[src/rtl/dbell_pkg.sv]
package dbell_pkg;

    localparam int DB_OP_W       = 64;
    localparam int DB_TAG_W      = 14;
    localparam int DB_TYPE_LSB   = 27;
    localparam int DB_TYPE_W     = 5;
    localparam int DB_SEL_LSB    = 25;
    localparam int DB_SEL_W      = 2;
    localparam int DB_SERVER_TYP = 5;

    typedef enum logic [DB_SEL_W-1:0] {
        SEL_DIRECT = 2'd0,
        SEL_SUBCORE = 2'd1,
        SEL_CORE   = 2'd2,
        SEL_RSVD   = 2'd3
    } bcast_sel_e;

    typedef struct packed {
        logic                type_ok;
        logic                bcast;
        logic [DB_TAG_W-1:0] tag;
    } dbell_dec_t;

endpackage

[src/rtl/dbell_decode.sv]
module dbell_decode
    import dbell_pkg::*;
#(
    parameter int OP_W = DB_OP_W
) (
    input  logic [OP_W-1:0] op_i,
    input  logic            single_part_i,
    output dbell_dec_t      dec_o
);

    bcast_sel_e sel;
    logic       unused_bits;

    always_comb begin
        sel           = bcast_sel_e'(op_i[DB_SEL_LSB +: DB_SEL_W]);
        dec_o.type_ok = (op_i[DB_TYPE_LSB +: DB_TYPE_W] == DB_TYPE_W'(DB_SERVER_TYP));
        dec_o.tag     = op_i[DB_TAG_W-1:0];
        unique case (sel)
            SEL_CORE:    dec_o.bcast = 1'b1;
            SEL_SUBCORE: dec_o.bcast = single_part_i;
            default:     dec_o.bcast = 1'b0;
        endcase
    end

    // Partition tag and upper operand half play no part in routing.
    assign unused_bits = ^{op_i[OP_W-1:DB_TYPE_LSB+DB_TYPE_W], op_i[DB_SEL_LSB-1:DB_TAG_W]};

endmodule

[src/rtl/dbell_match.sv]
module dbell_match
    import dbell_pkg::*;
#(
    parameter int NTHREADS = 4
) (
    input  logic [NTHREADS*DB_TAG_W-1:0] thread_id_i,
    input  logic [DB_TAG_W-1:0]          tag_i,
    output logic [NTHREADS-1:0]          hit_o
);

    for (genvar i = 0; i < NTHREADS; i++) begin : g_cmp
        assign hit_o[i] = (thread_id_i[i*DB_TAG_W +: DB_TAG_W] == tag_i);
    end

endmodule

[src/rtl/dbell_fanout.sv]
module dbell_fanout #(
    parameter int NTHREADS = 4
) (
    input  logic                send_ok_i,
    input  logic                bcast_i,
    input  logic [NTHREADS-1:0] hit_i,
    output logic [NTHREADS-1:0] set_o
);

    if (NTHREADS == 1) begin : g_single
        logic unused_bcast;
        assign unused_bcast = bcast_i;
        assign set_o = send_ok_i ? hit_i : '0;
    end else begin : g_multi
        always_comb begin
            if (!send_ok_i)
                set_o = '0;
            else if (bcast_i && (|hit_i))
                set_o = '1;
            else
                set_o = hit_i;
        end
    end

endmodule

[src/rtl/dbell_clrmask.sv]
module dbell_clrmask #(
    parameter int NTHREADS = 4,
    parameter int IDX_W    = 2
) (
    input  logic                clear_ok_i,
    input  logic [IDX_W-1:0]    tid_i,
    output logic [NTHREADS-1:0] clr_o
);

    for (genvar i = 0; i < NTHREADS; i++) begin : g_dec
        assign clr_o[i] = clear_ok_i && (tid_i == IDX_W'(i));
    end

endmodule

[src/rtl/dbell_dispatch.sv]
module dbell_dispatch
    import dbell_pkg::*;
#(
    parameter int NTHREADS = 4,
    parameter int OP_W     = DB_OP_W,
    localparam int IDX_W   = (NTHREADS > 1) ? $clog2(NTHREADS) : 1
) (
    input  logic                         clk,
    input  logic                         rst_n,
    input  logic [OP_W-1:0]              op_i,
    input  logic                         send_i,
    input  logic                         clear_i,
    input  logic [IDX_W-1:0]             clear_tid_i,
    input  logic                         single_part_i,
    input  logic [NTHREADS*DB_TAG_W-1:0] thread_id_i,
    output logic [NTHREADS-1:0]          pending_o
);

    typedef struct packed {
        logic [NTHREADS-1:0] pend;
    } state_t;

    state_t              st_d, st_q;
    dbell_dec_t          dec;
    logic [NTHREADS-1:0] hit;
    logic [NTHREADS-1:0] set_mask;
    logic [NTHREADS-1:0] clr_mask;

    dbell_decode #(.OP_W(OP_W)) u_dec (
        .op_i          (op_i),
        .single_part_i (single_part_i),
        .dec_o         (dec)
    );

    dbell_match #(.NTHREADS(NTHREADS)) u_match (
        .thread_id_i (thread_id_i),
        .tag_i       (dec.tag),
        .hit_o       (hit)
    );

    dbell_fanout #(.NTHREADS(NTHREADS)) u_fan (
        .send_ok_i (send_i && dec.type_ok),
        .bcast_i   (dec.bcast),
        .hit_i     (hit),
        .set_o     (set_mask)
    );

    dbell_clrmask #(.NTHREADS(NTHREADS), .IDX_W(IDX_W)) u_clr (
        .clear_ok_i (clear_i && dec.type_ok),
        .tid_i      (clear_tid_i),
        .clr_o      (clr_mask)
    );

    always_comb begin
        st_d      = st_q;
        // set applied after clear so a same-cycle send wins
        st_d.pend = (st_q.pend & ~clr_mask) | set_mask;
    end

    always_ff @(posedge clk) begin
        if (!rst_n)
            st_q <= '0;
        else
            st_q <= st_d;
    end

    assign pending_o = st_q.pend;

    // ---------------- assertions ----------------
    p_bad_type_r2: assert property (@(posedge clk) disable iff (!rst_n)
        ((send_i || clear_i) && op_i[DB_TYPE_LSB +: DB_TYPE_W] != DB_TYPE_W'(DB_SERVER_TYP))
        |=> $stable(pending_o));

    p_hit_sets_r3: assert property (@(posedge clk) disable iff (!rst_n)
        (send_i && op_i[DB_TYPE_LSB +: DB_TYPE_W] == DB_TYPE_W'(DB_SERVER_TYP))
        |=> ((pending_o & $past(hit)) == $past(hit)));

    p_core_all_r4: assert property (@(posedge clk) disable iff (!rst_n)
        (send_i && op_i[DB_TYPE_LSB +: DB_TYPE_W] == DB_TYPE_W'(DB_SERVER_TYP)
         && op_i[DB_SEL_LSB +: DB_SEL_W] == 2'd2 && (|hit))
        |=> (&pending_o));

    p_miss_quiet_r7: assert property (@(posedge clk) disable iff (!rst_n)
        (send_i && !clear_i && hit == '0) |=> $stable(pending_o));

    p_clear_drops_r9: assert property (@(posedge clk) disable iff (!rst_n)
        (clear_i && !send_i) |=> ((pending_o & $past(clr_mask)) == '0));

    p_clr_onehot_r9: assert property (@(posedge clk) disable iff (!rst_n)
        $onehot0(clr_mask));

    p_sticky_r10: assert property (@(posedge clk) disable iff (!rst_n)
        !clear_i |=> ((pending_o & $past(pending_o)) == $past(pending_o)));

endmodule

[config.mk]
export PLATFORM = sky130hd
export DESIGN_NAME = dbell_dispatch
export DESIGN_NICKNAME = d
export VERILOG_FILES = /design/src/rtl/dbell_pkg.sv /design/src/rtl/dbell_decode.sv /design/src/rtl/dbell_match.sv /design/src/rtl/dbell_fanout.sv /design/src/rtl/dbell_clrmask.sv /design/src/rtl/dbell_dispatch.sv
export SDC_FILE = /design/constraint.sdc
export NUM_CORES = 1
export LEC_CHECK = 0
export ABC_AREA = 1
export CAP_MARGIN = 20
export CORE_ASPECT_RATIO = 0.5
export CORE_MARGIN = 8
export CORE_UTILIZATION = 30
export DETAILED_ROUTE_END_ITERATION = 8
export DONT_BUFFER_PORTS = 1
export HOLD_SLACK_MARGIN = 0.12
export PLACE_DENSITY = 0.49
export SETUP_SLACK_MARGIN = 0.4
export SLEW_MARGIN = 20
export SYNTH_ARGS = -nofsm -noshare
export SYNTH_HDL_FRONTEND = slang
export SYNTH_SLANG_ARGS = --single-unit
[constraint.sdc]
create_clock -name clk -period 1.2 [get_ports clk]
set_input_delay 0.12 -clock clk [delete_from_list [all_inputs] [get_ports clk]]
set_output_delay 0.12 -clock clk [all_outputs]
set_load 0.05 [all_outputs]
After elaboration in Yosys (flattened, before gate mapping)

Index checks and enable logic that the tools add are counted.

Register bits after elaboration: 4
Bits of input ports: 127
Word-level logic and storage cells: 26

Equal/unequal tests: 10
Multiplexer cells: 3
Bitwise gates (word level): 3
Reductions and logical operators: 9

Operator list:

| cell                                          | number |
|---|---|
| == test 14 bit                                | 4 |
| 2-to-1 mux 4 bit                              | 2 |
| logical AND 1 bit                             | 7 |
| == test 2 bit, second input constant          | 3 |
| == test 5 x 3 -> 1 bit, second input constant | 1 |
| bitwise AND 4 bit                             | 1 |
| == test 2 x 1 -> 1 bit, second input constant | 2 |
| inverter 4 bit                                | 1 |
| OR 4 bit                                      | 1 |
| OR reduction 4 bit                            | 1 |
| zero test 2 bit                               | 1 |
| case mux 1 bit (2 select lines)               | 1 |

Longest topological paths before layout

Gate-level depths: netlist (run 1).

Depth after elaboration: 6
Depth in mapped cells: 13
Depth with buffers taken out: 12

By module

Synthesis (run 1) repeated with hierarchy kept, for this count alone.

Cell total of the unflattened synthesis: 260
Area, all modules: 1323.8 um^2

By module, submodules not included:

| module         | times used | cells each | area an instance (um^2) | seq. area each (um^2) |
|---|---|---|---|---|
| dbell_match    | 1          | 187        | 892.1                   | 0.0 |
| dbell_decode   | 1          | 27         | 181.4                   | 0.0 |
| dbell_dispatch | 1          | 25         | 163.9                   | 80.1 |
| dbell_fanout   | 1          | 13         | 56.3                    | 0.0 |
| dbell_clrmask  | 1          | 8          | 30.0                    | 0.0 |

Worst setup path after synthesis (run 1)

No wires, ideal clock.

Kind: input port to flip-flop
From: in op_i[7]
To: reg st_q (netlist bit pending_o[2])
Library setup time: 0.122 ns
Arrival: 0.962 ns
Data required time: 1.078 ns
Setup slack: 0.116 ns
Stages on the path: 11
Path buffers: 1
Cell sequence: buf_2 xor2_1 nor2_1 nand2_1 nor2_1 nand2_1 nand2_1 o21ai_2 nand2_1 nand2_1 a21oi_1

Longest elaborated chain between the ends: 6

Ends and longest elaborated chain:

| what                 | line                 | RTL |
|---|---|---|
| from (decl)          | dbell_dispatch.sv:10 | `input logic [OP_W-1:0] op_i,` |
| == test 14 bit       | dbell_match.sv:12    | `assign hit_o[i] = (thread_id_i[i*DB_TAG_W +: DB_TAG_W] == tag_i);` |
| OR reduction 4 bit   | dbell_fanout.sv:18   | `else if (bcast_i && (\|hit_i))` |
| logical AND 1 bit    | dbell_fanout.sv:18   |  |
| 2-to-1 mux 4 bit (*) | dbell_fanout.sv:18   |  |
| 2-to-1 mux 4 bit (*) | dbell_fanout.sv:16   | `if (!send_ok_i)` |
| OR 4 bit (*)         | dbell_dispatch.sv:57 | `st_d.pend = (st_q.pend & ~clr_mask) \| set_mask;` |
| to (signal assigned) | dbell_dispatch.sv:64 | `st_q <= st_d;` |
| to (decl)            | dbell_dispatch.sv:23 | `state_t st_d, st_q;` |

Every way passes the cells marked *; elsewhere a longest branch is shown, timed or not.
A chain may end at the register's enable or synchronous reset.

Worst setup path in the final report (run 1)

From: in op_i[28]
To: reg st_q (netlist bit pending_o[0])

Longest elaborated chain between the ends: 6

Ends and longest elaborated chain:

| what                       | line                 | RTL |
|---|---|---|
| == test 5 x 3 -> 1 bit (*) | dbell_decode.sv:16   | `dec_o.type_ok = (op_i[DB_TYPE_LSB +: DB_TYPE_W] == DB_TYPE_W'(DB_SERVER_TYP));` |
| logical AND 1 bit          | dbell_dispatch.sv:49 | `.clear_ok_i (clear_i && dec.type_ok),` |
| logical AND 1 bit          | dbell_clrmask.sv:11  | `assign clr_o[i] = clear_ok_i && (tid_i == IDX_W'(i));` |
| inverter 4 bit             | dbell_dispatch.sv:57 |  |
| bitwise AND 4 bit          | dbell_dispatch.sv:57 |  |
| OR 4 bit (*)               | dbell_dispatch.sv:57 |  |

Marked as above.

==> impl_metrics.py, run 1 <==
metrics = {
    "min_path": {
        "hp-class": "input port to register",
        "hold_path_depth": 2,
        "hold_end": "pending_o[2]",
        "worstHoldStart": "clear_tid_i[0]",
    },
    "die": {
        "start_util_pct": 31.8,
        "fp-row-count": 16,
        "dieArea_um2": 6680,
        "ios": 131,
        "die_w_um": 108,
        "core_um2": 3980,
        "die_h_um": 61.9,
    },
    "timing": {
        "slew-limit-headroom_pct": 79.7,
        "min_period_ps": 874,
        "finalSetupViolCount": 0,
        "worst_pin_slew_ps": 302,
        "finalHoldViolCount": 0,
        "fin_crit_sh_pct": 72.8,
        "fmax_mhz": 1140,
        "finalClockSkew_ps": 0,
        "fin_ws_ps": 326,
        "setup_tns_ps": 0,
        "slew_violations": 0,
        "rsz0062_at_grt": "true",
    },
    "clock_network": {
        "clockRootBuffer": "clkbuf_8",
        "cts_buffers": 3,
        "ctsHtreeMaxLevel": 1,
        "clkLatencyLatePin_ps": 210,
        "clock-sinks": 4,
        "clk_pin_slew_ps": 30,
        "cts_tree": "yes",
        "cts_buffer_depth": 2,
    },
    "logic_synthesis": {
        "synth.top_cell.area_share_pct": 43.3,
        "ys_seq_area_share_pct": 6.33,
        "ys_ff_latch": 4,
        "yosys_warnings": 0,
        "synth.distinct_cells": 17,
        "synth_nets": 407,
        "yosysMostFrequentCell": "nand2_1",
        "syn_avg_cell_area_um2": 4.55,
        "syn_inst": 278,
        "synth_ff_type": "dfxtp_1",
        "yosys.area.top_type": "nand2_1",
        "syn-cell-area_um2": 1260,
        "ys_top_cells_by_count": "nand2_1 (146), inv_1 (46), nor2_1 (30)",
        "synth_edf_count": 0,
        "async_reset_ff_share_pct": 0,
        "yosys-top-cells-area": "nand2_1 (43%), inv_1 (14%), nor2_1 (8.9%)",
    },
    "setup_path": {
        "r2r_start": "pending_o[0]",
        "critPathMaxStageDelay_ps": 300,
        "worstPathArrival_ps": 970,
        "crit_required_ps": 1290,
        "cp-start-kind": "input port",
        "slowest_stage": "o31ai_1",
        "cp_max_fo": 4,
        "critPathKind": "input port to register",
        "endpoint_kind": "register",
        "crit_chain": "nor4_1, nand2_1, o31ai_1, a21oi_2",
        "worst_r2r_endpoint": "pending_o[0]",
        "rrSetupSlack_ps": 580,
        "reg2regPathDepth": 2,
        "crit_family": "simple AND/OR/NAND/NOR gates",
        "crit_cells": 4,
        "crit_buf_inv": 0,
    },
    "pwr": {
        "peakVddDrop_uv": 151,
        "power_density_nw_per_um2": 454,
        "power.leakage_nw": 0.979,
        "power_mw": 0.738,
    },
    "grt": {
        "busiest_layer": "met2",
        "grt_pass1_vias": 1405,
        "met3_usage_pct": 3.29,
        "grtUsageMet2_pct": 20.8,
        "antenna_found_initial": 0,
        "grt_use_met1_pct": 10.6,
        "grt_remaining_overflow": 0,
        "globalRouteTotalUtil_pct": 10.4,
        "grt_max_degree": 6,
        "grt_pass1_wl_um": 5690,
    },
    "layout": {
        "finalNetCount": 419,
        "area_delta_synth_final_pct": 28.4,
        "largest_register_ffs": 4,
        "post_route_cells_drive_above_1_share_pct": 26.7,
        "antenna_cells": 0,
        "final_util_pct": 40.8,
    },
    "route": {
        "drtAntennaViolNets": 0,
        "vias": 1442,
        "drt_iter0_drc": 36,
        "vias_per_cell": 4.22,
        "drt_pass1_iterations": 4,
        "wl_per_cell_um": 10.7,
        "drc": 0,
        "drt_wl_total_um": 3660,
    },
    "job": {
        "drv_cap": 0,
    },
    "placed_design": {
        "gp_congestion": 0.707,
        "dp_hpwl_um": 3310,
        "pre_cts_ws_ps": 44.1,
        "port-buffer-count": 0,
    },
    "run_status": {
        "status": "finished, final reports clean",
    },
}
==> layout make-up <==
| cell class | count | area (um^2) |
|---|---|---|
| repair buffers | 8 | 92.6 |
| inverters | 60 | 275 |
| well taps | 54 | 67.6 |
| fillers | 446 | 2360 |
| clock buffers | 3 | 41.3 |
| multi-input cells | 213 | 1060 |
| flip-flops and latches | 4 | 85.1 |
==> cell usage in the layout (no fill, tap or decap), types with 4 or more instances in the layout <==
cell / netlist / final
o31ai_1: 4 / 4
inv_1: 46 / 38
inv_4: 0 / 5
dfxtp_2: 0 / 4
nor2_2: 2 / 10
nand2_2: 3 / 23
nand2_1: 146 / 124
buf_8: 0 / 4
nor2_1: 30 / 21
xor2_1: 9 / 9
inv_2: 14 / 14
xnor2_1: 8 / 8
==> per-layer routing <==
metal / up-vias / share of wire (%)
met4: 0 / 0.52
met2: 40 / 52
met1: 577 / 38
met3: 4 / 9.7
met5: - / 0
li1: 821 / -
==> logic make-up after synthesis <==
logic type | synth area share, %
AND/OR/NAND/NOR | 56.7
buffers and inverters | 18.2
XOR/XNOR | 11.8
AO/OA/AOI/OAI | 5.04
flip-flops | 6.33
adder cells (fa/ha/maj) | 1.98
==> worst reg2reg max path: cells and delay by family, from the launching register on <==
kind,cells,cell delay [ps]
AOI/OAI and AO/OA,2,230
DFF,1,330
==> power breakdown <==
part | switching [mW] | internal (mW) | leakage, nW
Combinational | 0.173 | 0.155 | 0.923
Clock | 0.0628 | 0.213 | 0.0216
Sequential | 0.00000185 | 0.134 | 0.0343
Total | 0.236 | 0.502 | 0.979
==> what timing repair did <==
item | 4_1_cts | 5_1_grt
endpoints found under the setup margin | 8 | 8
gates resized for setup | 25 | 49
hold endpoints to repair | 4 | 0
setup buffers | 2 | 1
hold buffers | 1 | 0
gates cloned | 0 | 0
pin swaps | 16 | 27
==> worst max path at each step <==
| stage | startpoint | endpoint | slack, ps |
|---|---|---|---|
| after floorplan | op_i[7] | pending_o[2] | 150 |
| after global placement | op_i[13] | pending_o[2] | 60 |
| after detailed placement | op_i[12] | pending_o[3] | 40 |
| after CTS | op_i[1] | pending_o[3] | 280 |
| after global routing | op_i[30] | pending_o[1] | 160 |
| final | op_i[28] | pending_o[0] | 330 |
==> per-stage QoR <==
step                      hold WS, ps  std cells  area (um^2)
after floorplan                   291        278         1270
after detailed placement          324        335         1360
final                             131        342         1620
after CTS                         127        341         1500
after global routing              138        342         1620
after global placement            314        335         1360
Note: power is estimated with default switching activity, not from simulation.
==> run 2: changes to the inputs <==
- ABC_AREA: 1 -> 0
- PLACE_DENSITY: 0.49 -> 0.5
- clock period: 1.2 -> 0.8 ns (I/O delays scaled with it)
==> impl_metrics.py, run 2 <==
metrics = {
    "layout": {
        "postLayoutCellArea_um2": 1260,
        "finalNetCount": 244,
        "fill_cells": 342,
        "final_common_cell": "xnor2_1",
        "antenna_cells": 0,
        "area_delta_synth_final_pct": 21.9,
        "seq_area_um2": 95.1,
        "post_route_cells_drive_above_1_share_pct": 28.3,
        "multi_input_area_um2": 995,
        "mostFrequentLayoutCells": "xnor2_1 (43), nand4_1 (11), xnor2_2 (9), nand2_1 (9)",
        "largest_register_ffs": 4,
        "instances_no_fill": 155,
    },
    "pwr": {
        "power.leakage_nw": 0.445,
        "p_sw_share_pct": 23.9,
        "p_int_mw": 0.797,
        "pwr-share-comb_pct": 42.1,
        "power_mw": 1.05,
        "p_seq_share_pct": 17.9,
        "peakVddDrop_uv": 343,
        "switchingPower_mw": 0.251,
        "clkPwrFrac_pct": 40.0,
        "power_density_nw_per_um2": 833,
    },
    "die": {
        "fp-row-count": 15,
        "core_um2": 3360,
        "dieArea_um2": 5690,
        "die_h_um": 57.5,
        "die_w_um": 99.0,
        "start_util_pct": 30.7,
        "ios": 131,
    },
    "setup_path": {
        "cp_max_fo": 4,
        "crit_chain": "xnor2_4, nand4_1, nor4_4, o41ai_4, nand2_1",
        "critPathMaxStageDelay_ps": 370,
        "slowest_stage": "nor4_4",
        "crit_required_ps": 950,
        "endpoint_kind": "register",
        "worstPathArrival_ps": 1030,
        "critPathKind": "input port to register",
        "cp-start-kind": "input port",
    },
    "grt": {
        "grt_pass1_vias": 918,
        "grt_max_degree": 7,
        "antenna_found_initial": 0,
        "grt_pass1_wl_um": 4600,
        "globalRouteTotalUtil_pct": 10.3,
        "grt_remaining_overflow": 0,
    },
    "logic_synthesis": {
        "syn_avg_cell_area_um2": 8.67,
        "yosys.area.top_type": "xnor2_1",
        "ys_seq_area_share_pct": 7.76,
        "yosysMostFrequentCell": "xnor2_1",
        "synth_adder_area_share_pct": 2.42,
        "synth_nets": 248,
        "synth_xor_area_share_pct": 48.2,
        "synth_compound_area_share_pct": 5.33,
        "yosys-top-cells-area": "xnor2_1 (47%), dfxtp_1 (7.8%), buf_6 (7.6%)",
        "ys_ff_latch": 4,
        "synth_edf_count": 0,
        "synth.distinct_cells": 22,
        "synth-simple-area-share_pct": 22.8,
        "ys_top_cells_by_count": "xnor2_1 (55), nand4_1 (11), nand2_1 (9)",
        "yosys_warnings": 0,
        "synth.top_cell.area_share_pct": 46.7,
        "syn_inst": 119,
        "syn-cell-area_um2": 1030,
        "synthMuxAreaShare_pct": 0,
        "synth_ff_type": "dfxtp_1",
        "async_reset_ff_share_pct": 0,
        "synth_top_family_by_area": "XOR/XNOR gates",
    },
    "clock_network": {
        "clk_pin_slew_ps": 30,
        "clock-sinks": 4,
        "clockRootBuffer": "clkbuf_8",
        "clkLatencyLatePin_ps": 220,
        "cts_tree": "yes",
        "cts_buffer_depth": 2,
        "ctsHtreeMaxLevel": 1,
        "cts_setup_buffers": 0,
        "cts_buffers": 3,
    },
    "route": {
        "route.met2.wl_um": 1720,
        "drtAntennaViolNets": 0,
        "drt_iter0_drc": 16,
        "met3_length_um": 252,
        "wl_per_cell_um": 20.1,
        "met1Wirelength_um": 1090,
        "drc": 0,
        "drt_wl_total_um": 3120,
        "vias_per_cell": 5.08,
        "vias": 787,
        "top_layer": "met4",
        "drt_pass1_iterations": 4,
    },
    "placed_design": {
        "placed_cells_incl_taps": 152,
        "pre_cts_ws_ps": -374,
        "dp_hpwl_um": 2680,
        "gp_congestion": 0.733,
        "port-buffer-count": 0,
        "place_area_um2": 1010,
    },
    "run_status": {
        "status": "finished, violations left",
        "violations": "negative setup slack",
    },
    "timing": {
        "worst_pin_slew_ps": 328,
        "rsz0062_at_grt": "true",
        "whs_ps": 40.5,
        "slew_violations": 0,
        "finalHoldViolCount": 0,
        "finalClockSkew_ps": 0,
        "fmax_mhz": 1140,
        "finalSetupViolCount": 4,
        "fin_ws_ps": -78.5,
        "slew-limit-headroom_pct": 78.1,
        "fin_crit_sh_pct": 110,
        "min_period_ps": 879,
    },
    "job": {
        "drv_cap": 0,
    },
    "min_path": {
        "hp-class": "input port to register",
    },
}
[run 2: cell types whose count changed in the layout (fill, tap and decap cells not counted), moves of 9 or more]
cell,previous run,this run
inv_1,38,2
inv_2,14,0
nand2_1,124,9
nand2_2,23,0
nand4_1,0,11
nor2_1,21,2
nor2_2,10,0
xnor2_1,8,43
xnor2_2,0,9
xor2_1,9,0
[run 2: per-stage QoR]
stage / setup TNS (ps) / utilization (%)
floorplan: -1190 / -
global placement: -1540 / 29.9
detailed placement: -1450 / 29.9
CTS: -205 / 35.9
global route: -517 / 37.5
finish: -262 / 37.5
[run 2: per-layer routing]
layer | track usage [%] | vias to the layer above
met4 | 4.32 | 0
met1 | 10.4 | 354
met2 | 19.2 | 37
met3 | 3.27 | 4
met5 | 0 | -
li1 | - | 392
[run 2: worst paths after layout]
check | from | endpoint | slack (ps) | depth (start not counted)
min | rst_n | pending_o[3] | 40 | 2
min reg2reg | pending_o[3] | pending_o[3] | 530 | 2
max reg2reg | pending_o[2] | pending_o[2] | 90 | 2
max | thread_id_i[4] | pending_o[3] | -80 | 5
[run 2: worst max-delay path: cells and delay by family]
kind             cells  cell delay (ps)
XOR/XNOR             1              160
AND/OR/NAND/NOR      3              640
AO/OA/AOI/OAI        1              140
[run 2: area by class of cell]
| cell class | instances | share of cell area (%) |
|---|---|---|
| clock buffer | 3 | 3.28 |
| inverter | 2 | 0.596 |
| multi-input combinational | 99 | 79.0 |
| sequential | 4 | 7.55 |
| tap | 42 | 4.17 |
| timing repair buffer | 5 | 5.37 |
[run 2: repair_timing]
| item | in CTS | in global routing |
|---|---|---|
| gates cloned | 0 | 0 |
| endpoints found under the setup margin | 8 | 8 |
| gates resized for setup | 23 | 7 |
| endpoints found under the hold margin | 4 | 4 |
| pin swaps | 9 | 7 |
[run 2: cell families (layout without fill, tap and decap cells)]
logic type	count (synthesis)	in the layout
DFF	4	4
buffers and inverters	16	10
AOI/OAI and AO/OA	6	6
xor gates and xnor gates	56	56
adders and majority gates	2	2
and+or+nand+nor	35	35
[run 2: power by group through the flow]
stage               clock network [mW]  registers (mW)  logic [mW]
floorplan                            0           0.190       0.424
global placement                     0           0.190       0.354
detailed placement                   0           0.190       0.358
CTS                              0.429           0.187       0.421
global route                     0.446           0.187       0.476
finish                           0.419           0.187       0.442
